## config.mk

```make
export PLATFORM = sky130hd
export DESIGN_NAME = sync_pulse_gen
export DESIGN_NICKNAME = d
export VERILOG_FILES = /design/src/rtl/spg_pkg.sv /design/src/rtl/spg_marker_sync.sv /design/src/rtl/spg_period_ctr.sv /design/src/rtl/spg_ctrl.sv /design/src/rtl/sync_pulse_gen.sv
export SDC_FILE = /design/constraint.sdc
export NUM_CORES = 1
export LEC_CHECK = 0
export BUFFER_PORTS_ARGS = -buffer_cell sky130_fd_sc_hd__buf_4
export CAP_MARGIN = 20
export CORE_UTILIZATION = 45
export DETAILED_ROUTE_END_ITERATION = 7
export HOLD_SLACK_MARGIN = 0.15
export PLACE_DENSITY = 0.66
export SETUP_SLACK_MARGIN = 0.15
export SLEW_MARGIN = 20
export SYNTH_ARGS = -nofsm -noshare
export SYNTH_HDL_FRONTEND = slang
export SYNTH_SLANG_ARGS = --single-unit
```

## constraint.sdc

```tcl
create_clock -name clk -period 2.6 [get_ports clk]
set_clock_uncertainty 0.15 [all_clocks]
set_input_delay 0.26 -clock clk [delete_from_list [all_inputs] [get_ports clk]]
set_output_delay 0.26 -clock clk [all_outputs]
set_load 0.05 [all_outputs]
```

## src/rtl/spg_pkg.sv

```systemverilog
package spg_pkg;

  typedef enum logic [1:0] {
    SPG_IDLE  = 2'd0,
    SPG_RUN   = 2'd1,
    SPG_DRAIN = 2'd2
  } spg_state_e;

  localparam int unsigned SPG_SYNC_STAGES = 3;

endpackage

```

## src/rtl/spg_marker_sync.sv

```systemverilog
module spg_marker_sync #(
  parameter int unsigned N_MARK = 6
) (
  input  logic              clk,
  input  logic              rst_n,
  input  logic              clr_i,
  input  logic [N_MARK-1:0] mark_i,
  output logic [N_MARK-1:0] rise_o
);

  localparam int unsigned STG = spg_pkg::SPG_SYNC_STAGES;

  for (genvar g = 0; g < N_MARK; g++) begin : g_ch
    logic [STG-1:0] sh_q;
    logic [STG-1:0] sh_n;

    always_comb begin
      if (clr_i) sh_n = '0;
      else       sh_n = {sh_q[STG-2:0], mark_i[g]};
    end

    always_ff @(posedge clk or negedge rst_n) begin
      if (!rst_n) sh_q <= '0;
      else        sh_q <= sh_n;
    end

    // two flops resolve metastability, third one delays for edge detection
    assign rise_o[g] = sh_q[STG-2] & ~sh_q[STG-1];
  end

endmodule

```

## src/rtl/spg_period_ctr.sv

```systemverilog
module spg_period_ctr #(
  parameter int unsigned PERIOD_W = 28
) (
  input  logic                clk,
  input  logic                rst_n,
  input  logic                load_i,
  input  logic                en_i,
  input  logic [PERIOD_W-1:0] period_i,
  output logic                wrap_o
);

  logic [PERIOD_W-1:0] cnt_q, cnt_n;
  logic [PERIOD_W-1:0] per_q, per_n;
  logic                upd;

  assign wrap_o = en_i && (cnt_q == per_q - 1'b1);
  assign upd    = load_i | en_i;

  always_comb begin
    cnt_n = cnt_q;
    per_n = per_q;
    if (load_i) begin
      cnt_n = '0;
      per_n = period_i;
    end else if (en_i) begin
      if (wrap_o) begin
        cnt_n = '0;
        if (period_i != '0) per_n = period_i;
      end else begin
        cnt_n = cnt_q + 1'b1;
      end
    end
  end

  always_ff @(posedge clk or negedge rst_n) begin
    if (!rst_n) begin
      cnt_q <= '0;
      per_q <= '0;
    end else if (upd) begin
      cnt_q <= cnt_n;
      per_q <= per_n;
    end
  end


  cnt_in_range_chk: assert property (@(posedge clk) disable iff (!rst_n)
    en_i |-> (per_q != '0) && (cnt_q < per_q));

endmodule

```

## src/rtl/spg_ctrl.sv

```systemverilog
module spg_ctrl #(
  parameter int unsigned N_MARK = 6,
  parameter int unsigned SEL_W  = 3
) (
  input  logic              clk,
  input  logic              rst_n,
  input  logic              soft_rst_i,
  input  logic              run_req_i,
  input  logic [SEL_W-1:0]  src_sel_i,
  input  logic              period_zero_i,
  input  logic              wrap_i,
  input  logic [N_MARK-1:0] rise_i,
  output logic              load_o,
  output logic              cnt_en_o,
  output logic              running_o,
  output logic              pulse_o
);

  import spg_pkg::*;

  spg_state_e       state_q, state_n;
  logic [SEL_W-1:0] src_q, src_n;
  logic             pulse_q, pulse_n;
  logic             int_src;
  logic             stop_ok;
  logic             rise_sel;

  assign int_src   = (src_q == '0);
  assign running_o = (state_q != SPG_IDLE);
  assign cnt_en_o  = running_o && int_src;
  assign stop_ok   = int_src ? wrap_i : 1'b1;
  assign pulse_o   = pulse_q;

  always_comb begin
    rise_sel = 1'b0;
    for (int i = 1; i <= N_MARK; i++) begin
      if (src_q == SEL_W'(i)) rise_sel = rise_i[i-1];
    end
  end

  always_comb begin
    state_n = state_q;
    src_n   = src_q;
    load_o  = 1'b0;
    pulse_n = running_o && (int_src ? wrap_i : rise_sel);
    case (state_q)
      SPG_IDLE: begin
        src_n = src_sel_i;
        if (run_req_i && !soft_rst_i && (src_sel_i != '0 || !period_zero_i)) begin
          state_n = SPG_RUN;
          load_o  = (src_sel_i == '0);
        end
      end
      SPG_RUN: begin
        if (soft_rst_i)      state_n = stop_ok ? SPG_IDLE : SPG_DRAIN;
        else if (!run_req_i && stop_ok) state_n = SPG_IDLE;
      end
      SPG_DRAIN: begin
        if (stop_ok) state_n = SPG_IDLE;
      end
      default: state_n = SPG_IDLE;
    endcase
  end

  always_ff @(posedge clk or negedge rst_n) begin
    if (!rst_n) begin
      state_q <= SPG_IDLE;
      src_q   <= '0;
      pulse_q <= 1'b0;
    end else begin
      state_q <= state_n;
      src_q   <= src_n;
      pulse_q <= pulse_n;
    end
  end


  src_frozen_chk: assert property (@(posedge clk) disable iff (!rst_n)
    running_o |=> $stable(src_q));


  stop_on_boundary_chk: assert property (@(posedge clk) disable iff (!rst_n)
    ($fell(running_o) && int_src) |-> pulse_q);


  zero_period_chk: assert property (@(posedge clk) disable iff (!rst_n)
    (!running_o && src_sel_i == '0 && period_zero_i) |=> !running_o);


  ext_pulse_single_chk: assert property (@(posedge clk) disable iff (!rst_n)
    (pulse_q && !int_src) |=> !pulse_q);

endmodule

```

## src/rtl/sync_pulse_gen.sv

```systemverilog
module sync_pulse_gen #(
  parameter int unsigned PERIOD_W = 28,
  parameter int unsigned N_MARK   = 6,
  parameter int unsigned SEL_W    = 3
) (
  input  logic                clk,
  input  logic                rst_n,
  input  logic                soft_rst_i,
  input  logic                run_req_i,
  input  logic [SEL_W-1:0]    src_sel_i,
  input  logic [PERIOD_W-1:0] period_i,
  input  logic [N_MARK-1:0]   marker_i,
  output logic                pulse_o,
  output logic                running_o
);

  logic [1:0]        rst_pipe_q;
  logic              rst_int_n;
  logic [N_MARK-1:0] rise;
  logic              wrap;
  logic              load;
  logic              cnt_en;

  always_ff @(posedge clk or negedge rst_n) begin
    if (!rst_n) rst_pipe_q <= 2'b00;
    else        rst_pipe_q <= {rst_pipe_q[0], 1'b1};
  end
  assign rst_int_n = rst_pipe_q[1];

  spg_marker_sync #(.N_MARK(N_MARK)) u_sync (
    .clk    (clk),
    .rst_n  (rst_int_n),
    .clr_i  (soft_rst_i),
    .mark_i (marker_i),
    .rise_o (rise)
  );

  spg_period_ctr #(.PERIOD_W(PERIOD_W)) u_ctr (
    .clk      (clk),
    .rst_n    (rst_int_n),
    .load_i   (load),
    .en_i     (cnt_en),
    .period_i (period_i),
    .wrap_o   (wrap)
  );

  spg_ctrl #(.N_MARK(N_MARK), .SEL_W(SEL_W)) u_ctrl (
    .clk           (clk),
    .rst_n         (rst_int_n),
    .soft_rst_i    (soft_rst_i),
    .run_req_i     (run_req_i),
    .src_sel_i     (src_sel_i),
    .period_zero_i (period_i == '0),
    .wrap_i        (wrap),
    .rise_i        (rise),
    .load_o        (load),
    .cnt_en_o      (cnt_en),
    .running_o     (running_o),
    .pulse_o       (pulse_o)
  );


  no_idle_pulse_chk: assert property (@(posedge clk) disable iff (!rst_int_n)
    !running_o |=> !pulse_o);

endmodule

```

==> results.tsv <==
metric	value	unit
route.detailed.drc	0	
critPathRequiredTime	2.70	ns
portBuffers	42	
wl	13800	um
place_congestion	0.925	
crit_type	register to register	
grt_pass1_vias	4450	
finalHoldViolations	0	
fp.dieW	104	um
status	finished, violations left	
drtIter0Drc	215	
clkSinkCount	82	
ys_seq_area_share	44.0	%
setup_slack	-0.700	ns
p_leak	3.10	nW
ys_warn_count	0	
synthAdderAreaFrac	0.537	%
netlist_area	4660	sq um
synth.most_common_cell	dfrtp_1	
insertion_delay	0.37	ns
crit_family	simple AND/OR/NAND/NOR gates	
synthFlopType	dfrtp_1	
wire_per_inst	17.6	um
drive_gt1_share	37.0	%
synthXorXnorAreaFrac	9.40	%
path_max_fanout	7	
post-route-cell-area	6890	sq um
dp_slack	-0.681	ns
final_cells	784	
cts_buffers	9	
worstHoldPathType	register to register	
p_per_area	699	nW/um^2
netlist_instances	452	
synth_common_cells	dfrtp_1 (82), nor2_1 (39), nand2_1 (28), xor2_1 (27), xnor2_1 (23)	
first_pass_iters	5	
worst_slew_pin_slew	0.811	ns
die_area	10800	sq um
crit_chain	nor4_4, nand4_2, or4_4, a2111oi_4, and4b_1, o2111a_2, a21oi_4, buf_4, buf_6, mux2_4	
cp-start-kind	register	
placed_cell_area	5820	sq um
clock_path_buffers	2	
ir_worst_vdd	470	uV
final_util	69.5	%
cts_tree	built	
synth_cell_type_count	60	
power	4.81	mW
core_area	9910	sq um
grtUsageTotal	26.2	%
async_flop_share	100	%
n_antenna_cell	0	
nets	689	
end_kind	register	
drv_cap	0	
ys_seq_elements	82	
die_y	104	um
synth_top_cell_by_area	dfrtp_1	
antenna_left	0	
start_util	47.0	%
synth_compound_area_share	8.35	%
io_pins	43	
crit_path_max_incr_delay	0.57	ns
vias	4393	
grt_max_degree	63	
fmax	303	MHz
fin_setup_tns	-35.08	ns
grt_pass1_wl	22000	um
crit_buf_inv	2	
syn-num-nets	495	
viasPerCell	5.60	
netlist_top_cells_area	dfrtp_1 (44%), mux2_4 (6.4%), xor2_1 (5.1%)	
violations	negative setup slack	
root_buffer	clkbuf_8	
final_max_slew_viol_count	0	
dp.final_hpwl	9380	um
rows	36	
synth_mux_area_share	10.9	%
cts.clk_slew.worst_paths	0.09	ns
crit_arrival	3.40	ns
synth_top_family_by_area	simple AND/OR/NAND/NOR gates	
timing.final.crit_period	3.30	ns
h-tree-depth	3	
rsz0062_at_grt	yes	
grt_overflow	0	
syn_avg_cell_area	10.3	sq um
antenna_found_initial	0	
synth_edf_count	0	
synthSimpleGateAreaFrac	24.0	%
synth_top_area_share	44.0	%
finalSetupViolCount	59	
dp.cells	706	
maxSlewHeadroom	45.9	%
rrSetupSlack	-0.70	ns
slowest_stage	or4_4	
final.period_utilization	127	%
whs	0.204	ns
synthToLayoutAreaGrowth	47.8	%
[where the power goes]
part	leakage, nW	switching (mW)	internal [mW]
combinational	1.96	0.968	1.11
sequential	1.04	0.258	1.51
clock	0.101	0.509	0.456
[cells by family (layout without fill, tap and decap cells)]
family | count (synthesis) | after routing
other | 1 | 1
adder cells (fa/ha/maj) | 2 | 2
AO/OA/AOI/OAI | 52 | 52
buffers and inverters | 27 | 226
flip-flops | 82 | 82
multiplexers | 39 | 39
AND/OR/NAND/NOR | 199 | 199
XOR/XNOR | 50 | 50
[area by class of cell]
cell class                 count  area [sq um]
inverter                       9          33.8
tap                          133           166
multi-input combinational    343          2670
clock buffer                  10           128
timing repair buffer         201          1760
clock inverter                 6          73.8
sequential                    82          2060
fill                         724          3020
[state kept, by name (all words and copies together), names as in the netlist]
| name | cells |
|---|---|
| rst_pipe_q | 2 |
| u_ctr.per_q | 28 |
| u_sync.g_ch.sh_q | 18 |
| u_ctr.cnt_q | 28 |
| u_ctrl.src_q | 3 |
| u_ctrl.state_q | 2 |
| u_ctrl.pulse_o | 1 |
[routing by layer]
metal | vias to the layer above | part of all wire, % | track usage (%)
li1 | 2036 | - | -
met2 | 162 | 47 | 41.8
met5 | - | 0 | 0
met3 | 43 | 5.5 | 5.66
met4 | 0 | 4.0 | 13.6
met1 | 2152 | 43 | 33.4
[layout by cell type (no fill, tap or decap), types with 5 or more instances in the layout]
master         Yosys  final
dlygate4sd3_1      0     47
dfrtp_1           82     80
buf_6              3      7
xor2_1            27     27
buf_4              0    141
a21oi_1            9      9
mux2i_1            6      5
or3_1              5      5
inv_1              9      8
nand2_1           28     27
nand2b_1           6      6
nor2_1            39     31
nor2b_1           19     19
xnor2_1           23     23
nand3_1           13     13
nor3_1            15     14
nor4_1            19     15
a31oi_1           10      8
nand4_1           20     20
clkbuf_8           0      9
and4_1             5      5
mux2_4            20     28
nor2_2             0      8
mux2_2             5      5
[timing repair]
item,CTS,global route
buffers inserted,8,2
endpoints found under the setup margin,59,59
resized for setup,29,20
pin swaps,6,3
hold buffers,47,0
cloned,3,2
hold endpoints to repair,52,0
[worst paths after layout]
path | start | endpoint | cells past startpoint
setup / recovery | u_ctr.per_q[9]$_DFFE_PN0P_ | u_ctr.per_q[5]$_DFFE_PN0P_ | 10
hold / removal | rst_pipe_q[0]$_DFF_PN0_ | rst_pipe_q[1]$_DFF_PN0_ | 0
hold reg to reg | rst_pipe_q[0]$_DFF_PN0_ | rst_pipe_q[1]$_DFF_PN0_ | 0
min in group asynchronous | rst_pipe_q[1]$_DFF_PN0_ | u_ctr.cnt_q[2]$_DFFE_PN0P_ | 0
max in group asynchronous | rst_pipe_q[1]$_DFF_PN0_ | u_ctr.per_q[25]$_DFFE_PN0P_ | 1
setup reg to reg | u_ctr.per_q[9]$_DFFE_PN0P_ | u_ctr.per_q[5]$_DFFE_PN0P_ | 10
Power figures use the tool's default switching activity.
